[src/rtl/dma_arb_pkg.sv]
package dma_arb_pkg;

  typedef enum logic [1:0] {
    LVL_BACK = 2'b00,
    LVL_REG  = 2'b01,
    LVL_URG  = 2'b10
  } lvl_e;

  // Both upper codes count as urgent.
  function automatic lvl_e field_to_lvl(input logic [1:0] fld);
    if (fld[1])            return LVL_URG;
    else if (fld == 2'b01) return LVL_REG;
    else                   return LVL_BACK;
  endfunction

endpackage

[src/rtl/arb_level_sort.sv]
module arb_level_sort
  import dma_arb_pkg::*;
#(
  parameter int NUM_CH = 5
) (
  input  logic [NUM_CH-1:0]   req_i,
  input  logic [2*NUM_CH-1:0] pri_i,
  output logic [NUM_CH-1:0]   urg_mask_o,
  output logic [NUM_CH-1:0]   reg_mask_o,
  output logic [NUM_CH-1:0]   back_mask_o
);

  for (genvar c = 0; c < NUM_CH; c++) begin : g_ch
    lvl_e lvl;
    assign lvl            = field_to_lvl(pri_i[2*c +: 2]);
    assign urg_mask_o[c]  = req_i[c] && (lvl == LVL_URG);
    assign reg_mask_o[c]  = req_i[c] && (lvl == LVL_REG);
    assign back_mask_o[c] = req_i[c] && (lvl == LVL_BACK);
  end

endmodule

[src/rtl/arb_rr_pick.sv]
module arb_rr_pick #(
  parameter int NUM_CH = 5,
  parameter int PTR_W  = $clog2(NUM_CH)
) (
  input  logic [NUM_CH-1:0] cand_i,
  input  logic [PTR_W-1:0]  start_i,
  output logic              hit_o,
  output logic [PTR_W-1:0]  idx_o
);

  localparam logic [PTR_W:0] LIMIT = (PTR_W+1)'(NUM_CH);

  logic [PTR_W:0] pos;

  always_comb begin
    hit_o = 1'b0;
    idx_o = '0;
    pos   = '0;
    for (int k = 0; k < NUM_CH; k++) begin
      pos = {1'b0, start_i} + (PTR_W+1)'(k);
      if (pos >= LIMIT) pos = pos - LIMIT;
      if (!hit_o && cand_i[pos[PTR_W-1:0]]) begin
        hit_o = 1'b1;
        idx_o = pos[PTR_W-1:0];
      end
    end
  end

endmodule

[src/rtl/arb_bus_policy.sv]
module arb_bus_policy
  import dma_arb_pkg::*;
(
  input  logic clk_i,
  input  logic rst_n,
  input  logic cpu_req_i,
  input  logic dma_any_i,
  input  lvl_e top_lvl_i,
  output logic cpu_win_o,
  output logic dma_win_o
);

  logic alt_q, alt_d, alt_en;
  logic contest_reg;

  assign contest_reg = cpu_req_i && dma_any_i && (top_lvl_i == LVL_REG);

  always_comb begin
    cpu_win_o = 1'b0;
    dma_win_o = 1'b0;
    if (!dma_any_i) begin
      cpu_win_o = cpu_req_i;
    end else if (!cpu_req_i) begin
      dma_win_o = 1'b1;
    end else begin
      unique case (top_lvl_i)
        LVL_URG:  dma_win_o = 1'b1;
        LVL_REG:  begin
          dma_win_o = alt_q;
          cpu_win_o = !alt_q;
        end
        default:  cpu_win_o = 1'b1;
      endcase
    end
  end

  assign alt_en = contest_reg;
  assign alt_d  = !alt_q;

  always_ff @(posedge clk_i or negedge rst_n) begin
    if (!rst_n)      alt_q <= 1'b0;
    else if (alt_en) alt_q <= alt_d;
  end

  // Two back-to-back regular contests never go the same way.
  assert_reg_alternates_R8: assert property (@(posedge clk_i) disable iff (!rst_n)
    contest_reg |=> !(contest_reg && (dma_win_o == $past(dma_win_o))));

endmodule

[src/rtl/dma_cpu_arbiter.sv]
module dma_cpu_arbiter
  import dma_arb_pkg::*;
#(
  parameter int NUM_CH = 5
) (
  input  logic                clk_i,
  input  logic                rst_ni,
  input  logic                cpu_req_i,
  input  logic [NUM_CH-1:0]   dma_req_i,
  input  logic [2*NUM_CH-1:0] dma_pri_i,
  output logic                cpu_gnt_o,
  output logic [NUM_CH-1:0]   dma_gnt_o
);

  localparam int PTR_W = (NUM_CH > 1) ? $clog2(NUM_CH) : 1;
  localparam logic [PTR_W-1:0] LAST = PTR_W'(NUM_CH - 1);

  // Reset: asserted at once, released through two flops.
  logic [1:0] rst_sync_q;
  logic       rst_n;

  always_ff @(posedge clk_i or negedge rst_ni) begin
    if (!rst_ni) rst_sync_q <= 2'b00;
    else         rst_sync_q <= {rst_sync_q[0], 1'b1};
  end
  assign rst_n = rst_sync_q[1];

  logic [NUM_CH-1:0] urg_mask, reg_mask, back_mask;

  arb_level_sort #(.NUM_CH(NUM_CH)) u_sort (
    .req_i      (dma_req_i),
    .pri_i      (dma_pri_i),
    .urg_mask_o (urg_mask),
    .reg_mask_o (reg_mask),
    .back_mask_o(back_mask)
  );

  logic [NUM_CH-1:0] cand;
  lvl_e              top_lvl;

  always_comb begin
    if (|urg_mask) begin
      cand    = urg_mask;
      top_lvl = LVL_URG;
    end else if (|reg_mask) begin
      cand    = reg_mask;
      top_lvl = LVL_REG;
    end else begin
      cand    = back_mask;
      top_lvl = LVL_BACK;
    end
  end

  logic [PTR_W-1:0] ptr_q, ptr_d;
  logic             ptr_en;
  logic             pick_hit;
  logic [PTR_W-1:0] pick_idx;

  arb_rr_pick #(.NUM_CH(NUM_CH), .PTR_W(PTR_W)) u_pick (
    .cand_i (cand),
    .start_i(ptr_q),
    .hit_o  (pick_hit),
    .idx_o  (pick_idx)
  );

  logic cpu_win, dma_win;

  arb_bus_policy u_policy (
    .clk_i    (clk_i),
    .rst_n    (rst_n),
    .cpu_req_i(cpu_req_i),
    .dma_any_i(pick_hit),
    .top_lvl_i(top_lvl),
    .cpu_win_o(cpu_win),
    .dma_win_o(dma_win)
  );

  // Next state.
  logic              cpu_gnt_d;
  logic [NUM_CH-1:0] dma_gnt_d;

  always_comb begin
    cpu_gnt_d = cpu_win;
    dma_gnt_d = '0;
    if (dma_win) dma_gnt_d[pick_idx] = 1'b1;
    ptr_en = dma_win;
    ptr_d  = (pick_idx == LAST) ? '0 : pick_idx + PTR_W'(1);
  end

  // Registers.
  always_ff @(posedge clk_i or negedge rst_n) begin
    if (!rst_n) begin
      cpu_gnt_o <= 1'b0;
      dma_gnt_o <= '0;
    end else begin
      cpu_gnt_o <= cpu_gnt_d;
      dma_gnt_o <= dma_gnt_d;
    end
  end

  always_ff @(posedge clk_i or negedge rst_n) begin
    if (!rst_n)      ptr_q <= '0;
    else if (ptr_en) ptr_q <= ptr_d;
  end

  // Checks on the port-level behaviour.
  assert_one_grant_R2: assert property (@(posedge clk_i) disable iff (!rst_n)
    $onehot0({cpu_gnt_o, dma_gnt_o}));

  assert_idle_zero_R3: assert property (@(posedge clk_i) disable iff (!rst_n)
    (!cpu_req_i && (dma_req_i == '0)) |=> (!cpu_gnt_o && (dma_gnt_o == '0)));

  assert_lone_cpu_R4: assert property (@(posedge clk_i) disable iff (!rst_n)
    (cpu_req_i && (dma_req_i == '0)) |=> cpu_gnt_o);

  assert_urgent_wins_R6: assert property (@(posedge clk_i) disable iff (!rst_n)
    (cpu_req_i && (|urg_mask)) |=> (!cpu_gnt_o && (|dma_gnt_o)));

  assert_background_yields_R7: assert property (@(posedge clk_i) disable iff (!rst_n)
    (cpu_req_i && (|back_mask) && !(|urg_mask) && !(|reg_mask)) |=> cpu_gnt_o);

  assert_level_order_R9: assert property (@(posedge clk_i) disable iff (!rst_n)
    ((|urg_mask) && !cpu_req_i) |=> (|(dma_gnt_o & $past(urg_mask))));

  assert_grant_requested_R11: assert property (@(posedge clk_i) disable iff (!rst_n)
    ((dma_gnt_o & ~$past(dma_req_i)) == '0) && (!cpu_gnt_o || $past(cpu_req_i)));

endmodule

[config.mk]
export PLATFORM = sky130hd
export DESIGN_NAME = dma_cpu_arbiter
export DESIGN_NICKNAME = d
export VERILOG_FILES = /design/src/rtl/dma_arb_pkg.sv /design/src/rtl/arb_level_sort.sv /design/src/rtl/arb_rr_pick.sv /design/src/rtl/arb_bus_policy.sv /design/src/rtl/dma_cpu_arbiter.sv
export SDC_FILE = /design/constraint.sdc
export NUM_CORES = 1
export LEC_CHECK = 0
export ABC_AREA = 1
export CORE_ASPECT_RATIO = 0.6
export CORE_MARGIN = 5
export CORE_UTILIZATION = 40
export DETAILED_ROUTE_END_ITERATION = 7
export SLEW_MARGIN = 30
export SYNTH_ARGS = -nofsm -noshare
export SYNTH_HDL_FRONTEND = slang
export SYNTH_HIERARCHICAL = 1
export SYNTH_SLANG_ARGS = --single-unit
[constraint.sdc]
create_clock -name clk_i -period 1.2 [get_ports clk_i]
set_clock_uncertainty 0.2 [all_clocks]
set_input_delay 0.18 -clock clk_i [delete_from_list [all_inputs] [get_ports clk_i]]
set_output_delay 0.18 -clock clk_i [all_outputs]
set_load 0.005 [all_outputs]
==> results of run 1 <==
worst register-to-register path, stage by stage (launching register included):
cell and delay (ns):
dfrtp_2 0.45, inv_8 0.08, ha_4 0.12, inv_2 0.03, fa_2 0.40, inv_4 0.11, nand2_8 0.08, nand2_4 0.09
nand2_4 0.07, nand2_2 0.06, nand3_2 0.08, nand3_2 0.09, nand2_2 0.08, nand4_1 0.12, nor2_1 0.05, nor2_1 0.14
nand3_2 0.12, inv_2 0.10, ha_4 0.13, nand2_2 0.05, nand3_1 0.09, nand2_1 0.06
synth_stat cells (2+ instances only):
cell / number
nand2_1: 82
inv_1: 51
nand3_1: 31
nor2_1: 20
nand4_1: 16
ha_1: 13
dfrtp_1: 12
o21ai_0: 10
inv_2: 8
nand2_2: 5
nand3_2: 5
nand2_4: 4
nor3_1: 4
nor2_2: 3
o21ai_1: 3
xnor2_1: 3
o211ai_1: 2
state kept, by name, indices dropped and copies added, names as in the netlist:
register        count
dma_gnt_o           5
rst_sync_q          2
u_policy/alt_q      1
ptr_q               3
cpu_gnt_o           1
through the flow:
stage                     hold slack [ns]  std cells  setup TNS (ns)  cell area (um2)  utilization
after detailed placement          -0.0276        427          -18.04             2520        0.605
after floorplan                    -0.316        289          -14.36             1800            -
after CTS                         -0.0282        437          -15.99             2720        0.653
final                             -0.0380        439          -16.12             2830        0.679
after global placement            -0.0276        427          -17.76             2520        0.605
after global routing               0.0221        439          -17.42             2830        0.679
worst max-delay path by stage:
stage                             from        to
after detailed placement  dma_req_i[2]  ptr_q[1]
final                         ptr_q[0]  ptr_q[0]
after floorplan               ptr_q[0]  ptr_q[1]
after global routing          ptr_q[0]  ptr_q[2]
after global placement    dma_req_i[2]  ptr_q[1]
after CTS                     ptr_q[0]  ptr_q[2]
area by class of cell:
class	instances	area share
Inverter	59	0.0818
Clock buffer	4	0.0159
Sequential cell	12	0.107
Timing Repair Buffer	88	0.248
Tap cell	60	0.0265
Multi-Input combinational cell	216	0.521
cell usage in the layout (no fill, tap or decap), types with 7 or more instances in the layout:
cell and n:
nand2_1 67, buf_4 64, inv_1 45, nand3_1 21
nor2_1 18, clkdlybuf4s50_1 17, nand2_2 16, nand4_1 16
nand3_2 13, inv_2 12, dfrtp_1 9, nand2_4 7
cells by family (layout without fill, tap and decap cells):
| group | after synthesis | in the layout | share of synthesized area |
|---|---|---|---|
| and+or+nand+nor | 174 | 174 | 0.483 |
| buffers and inverters | 61 | 151 | 0.136 |
| AOI/OAI and AO/OA | 22 | 22 | 0.0743 |
| adders and majority gates | 14 | 14 | 0.104 |
| DFF | 12 | 12 | 0.171 |
| xor gates and xnor gates | 5 | 5 | 0.0293 |
| other | 1 | 1 | 0.00214 |
what timing repair did:
item,4_1_cts,5_1_grt
setup endpoints to repair,16,13
buffers inserted,6,2
gates resized for setup,37,34
endpoints found under the hold margin,12,0
pin swaps,18,14
hold buffers,1,0
metal layers:
metal  part of all wire  wire (um)  GRT usage  up-vias
met5                  0          0          0        -
met4                  0          0    0.00607        0
met3              0.052        286     0.0305        0
met2               0.44       2400      0.308       62
met1               0.51       2800      0.296      963
li1                   -          -          -     1096
==> results.json, run 1 <==
{
  "status": "finished with violations",
  "failed_checks": "negative hold slack, negative setup slack",
  "synthArstFlopShare": 1.00,
  "reg2reg_depth": 21,
  "synth-seq-cells": 12,
  "critical-path-top-delay-family": "simple AND/OR/NAND/NOR gates",
  "io_buffers": 23,
  "yosys.area.top_type": "nand2_1",
  "antenna_found_initial": 0,
  "worstMarginPinSlew_ns": 0.514,
  "path_depth": 21,
  "crit_arrival_ns": 2.85,
  "drt-initial-drc-count": 159,
  "post_synth.cell_area_avg_um2": 6.06,
  "timing.fmax_mhz": 343,
  "grt_pass1_wl_mm": 8.94,
  "cts_buffer_depth": 2,
  "slew_headroom": 0.654,
  "n_antenna_cell": 0,
  "fin_nets": 412,
  "dieArea_mm2": 0.00585,
  "ys_seq_area_frac": 0.171,
  "die_w_um": 95.4,
  "rows": 18,
  "grt_max_degree": 11,
  "firstDrtPassIters": 5,
  "netlist-cell-type-count": 34,
  "critPathCaptureType": "flip-flop",
  "ys_warn_count": 6,
  "critPathBufInv": 4,
  "place_congestion": 0.976,
  "cts-root-buf": "clkbuf_8",
  "hold_path.class": "flip-flop to async pin",
  "netlist_instances": 289,
  "fill_cells": 385,
  "core_area_mm2": 0.00417,
  "critPathMaxStageDelay_ns": 0.45,
  "grt.total_usage": 0.195,
  "clk_pin_slew_ns": 0.05,
  "seqCellArea_um2": 304,
  "insertion_delay_ns": 0.24,
  "vias": 2121,
  "netlist_top_cells_area": "nand2_1 (18%), dfrtp_1 (17%), inv_1 (11%), ha_1 (9.3%), nand3_1 (8.9%)",
  "hold_viol_final": 10,
  "pre_cts_ws_ns": -1.93,
  "first_global_vias": 1999,
  "worstPathCellList": "inv_8 -> ha_4 -> inv_2 -> fa_2 -> inv_4 -> nand2_8 -> nand2_4 -> nand2_4 -> nand2_2 -> nand3_2 -> nand3_2 -> nand2_2 -> nand4_1 -> nor2_1 -> nor2_1 -> nand3_2 -> inv_2 -> ha_4 -> nand2_2 -> nand3_1 -> nand2_1",
  "wirelength_mm": 5.48,
  "worst_ep_required_time_ns": 1.13,
  "r2r-end": "ptr_q[0]",
  "synth_top_area_frac": 0.176,
  "drive_gt1_frac": 0.406,
  "netlist_area_mm2": 0.00175,
  "fin_ws_ns": -1.72,
  "drt-wirelength-per-cell_um": 12.5,
  "multi_input_area_mm2": 0.00147,
  "viasPerCell": 4.83,
  "final-max-slew-violation-count": 0,
  "grt_overflow": 0,
  "ios": 24,
  "reg2reg_from": "ptr_q[0]",
  "ant_nets": 0,
  "syn_to_final_growth_pct": 61.6,
  "die_h_um": 61.3,
  "crit_slowest_cell": "dfrtp_2",
  "place_hpwl_mm": 4.28,
  "cts_tree": "done",
  "setup_violations": 10,
  "max-cap-violations": 0,
  "holdWs_ns": -0.0380,
  "drcViolationCount": 0,
  "cts.sinks": 12,
  "cts_htree_levels": 1,
  "cts_made_buffers": 3,
  "timing.final.crit_share": 2.43,
  "start_util": 0.420,
  "path_class": "flip-flop to flip-flop",
  "ff2ff_setup_slack_ns": -1.72,
  "cp_max_fo": 5,
  "rsz0062_at_grt": "true",
  "ys.flop_type": "dfrtp_1",
  "startpoint_type": "flip-flop",
  "synth_edf_count": 0,
  "syn_nets": 321,
  "min_period_ns": 2.92
}
Power of run 1 is not shown: default switching activity piles up to over one toggle a cycle in this logic, so the estimate is an artifact.
==> inputs of run 2 (changes only) <==
--- a/config.mk
+++ b/config.mk
@@ -10,6 +10,7 @@
 export CORE_MARGIN = 5
 export CORE_UTILIZATION = 40
 export DETAILED_ROUTE_END_ITERATION = 7
+export RECOVER_POWER = 100
 export SLEW_MARGIN = 30
 export SYNTH_ARGS = -nofsm -noshare
 export SYNTH_HDL_FRONTEND = slang
==> constraint.sdc (replaced) <==
create_clock -name clk_i -period 1.2 [get_ports clk_i]
set_clock_uncertainty 0.2 [all_clocks]
set_input_delay 0.18 -clock clk_i [delete_from_list [all_inputs] [get_ports clk_i]]
set_output_delay 0.18 -clock clk_i [all_outputs]
set_load 0.1 [all_outputs]
==> results.json, run 2 (synthesis gave the netlist of run 1 again) <==
{
  "status": "finished with violations",
  "failed_checks": "negative hold slack, negative setup slack",
  "largestRegisters": "dma_gnt_o: 5 flops, ptr_q: 3 flops, rst_sync_q: 2 flops",
  "grt_max_degree": 11,
  "worst_ep_required_time_ns": 1.13,
  "critPathCaptureType": "flip-flop",
  "placed_cells": 429,
  "crit_arrival_ns": 2.86,
  "core_area_mm2": 0.00417,
  "rows": 18,
  "viasPerCell": 4.76,
  "drcViolationCount": 0,
  "drt-initial-drc-count": 116,
  "ff2ff_setup_slack_ns": -1.73,
  "cts_made_buffers": 3,
  "timing.fmax_mhz": 341,
  "slew_headroom": 0.669,
  "vias": 2087,
  "first_global_vias": 1915,
  "final_common_cell": "nand2_1",
  "fin_nets": 411,
  "syn_to_final_growth_pct": 69.3,
  "setup_violations": 10,
  "cts.sinks": 12,
  "cts_htree_levels": 1,
  "cts_buffer_depth": 2,
  "holdWs_ns": -0.0367,
  "io_buffers": 23,
  "insertion_delay_ns": 0.24,
  "wirelength_mm": 5.43,
  "fin_ws_ns": -1.73,
  "gr-usage-met2": 0.300,
  "final_cell_mix": "nand2_1 (66), buf_4 (58), inv_1 (44), nand3_1 (21)",
  "place_congestion": 0.921,
  "layout.cells.non_filler": 438,
  "start_util": 0.420,
  "largest_reg_flops": 5,
  "hold_viol_final": 10,
  "grt_busiest_layer": "met1",
  "use_met3": 0.0342,
  "die_h_um": 61.3,
  "clk_pin_slew_ns": 0.06,
  "startpoint_type": "flip-flop",
  "antenna_found_initial": 0,
  "grt_overflow": 0,
  "cts_tree": "done",
  "drive_gt1_frac": 0.437,
  "largest_register": "dma_gnt_o",
  "path_class": "flip-flop to flip-flop",
  "fill_cells": 353,
  "hold_path.class": "flip-flop to async pin",
  "drt-wirelength-per-cell_um": 12.4,
  "cts-root-buf": "clkbuf_8",
  "grt_pass1_wl_mm": 8.90,
  "r2r-end": "ptr_q[0]",
  "die_w_um": 95.4,
  "max-cap-violations": 0,
  "rsz0062_at_grt": "true",
  "ios": 24,
  "reg2reg_from": "ptr_q[1]",
  "n_antenna_cell": 0,
  "use_met1": 0.305,
  "min_period_ns": 2.93,
  "place_hpwl_mm": 4.18,
  "cp_max_fo": 7,
  "ant_nets": 0,
  "dieArea_mm2": 0.00585,
  "timing.final.crit_share": 2.44,
  "grt.total_usage": 0.196,
  "final-max-slew-violation-count": 0,
  "firstDrtPassIters": 4,
  "worstMarginPinSlew_ns": 0.492,
  "reg2reg_depth": 20
}
[run 2: worst max-delay path, cell delays in order (launching register included)]
cell and delay [ns]:
dfrtp_2 0.49, ha_4 0.16, inv_2 0.03, fa_2 0.40
inv_4 0.11, nand2_8 0.08, nand2_4 0.11, nand2_4 0.07
nand2_2 0.06, nand3_2 0.06, nand3_2 0.08, nand2_2 0.08
nand4_1 0.11, nor2_1 0.06, nor2_1 0.15, nand3_2 0.13
inv_4 0.11, ha_4 0.13, nand2_2 0.05, nand3_1 0.08
nand2_1 0.07
[run 2: per-layer routing]
metal | part of all wire | vias up
li1 | - | 1101
met1 | 0.51 | 943
met2 | 0.44 | 43
met3 | 0.055 | 0
met4 | 0 | 0
met5 | 0 | -
[run 2: repair_timing]
action	CTS	global route
pin swaps	20	23
hold buffers	1	0
endpoints found under the setup margin	14	16
resized for setup	33	34
endpoints found under the hold margin	12	0
buffers inserted	3	4
[run 2: worst max path at each step]
stage / from / slack [ns] / to
3_5_place_dp: dma_req_i[2] / -1.91 / ptr_q[1]
5_1_grt: ptr_q[1] / -1.89 / ptr_q[2]
6_report: ptr_q[1] / -1.73 / ptr_q[0]
4_1_cts: ptr_q[0] / -1.67 / ptr_q[2]
3_3_place_gp: dma_pri_i[5] / -1.85 / ptr_q[2]
2_1_floorplan: ptr_q[0] / -1.61 / ptr_q[1]
[run 2: cell type report]
cell class | count | area [um2] | area share
sequential | 12 | 310 | 0.105
tap | 60 | 75.1 | 0.0253
multi-input combinational | 216 | 1510 | 0.509
timing repair buffer | 87 | 792 | 0.267
inverter | 59 | 234 | 0.0789
clock buffer | 4 | 45.0 | 0.0152
[run 2: metrics by stage]
stage	worst slack [ns]	utilization	instance area, um2	hold WS (ns)	TNS (ns)
final	-1.73	0.712	2970	-0.0367	-16.43
after global routing	-1.89	0.712	2970	0.0131	-18.15
after CTS	-1.67	0.677	2820	-0.0306	-15.97
after detailed placement	-1.91	0.625	2600	-0.0303	-18.09
after global placement	-1.85	0.625	2600	-0.0267	-17.51
after floorplan	-1.61	-	1810	-0.316	-14.38
Power of run 2 is left out for the same reason.
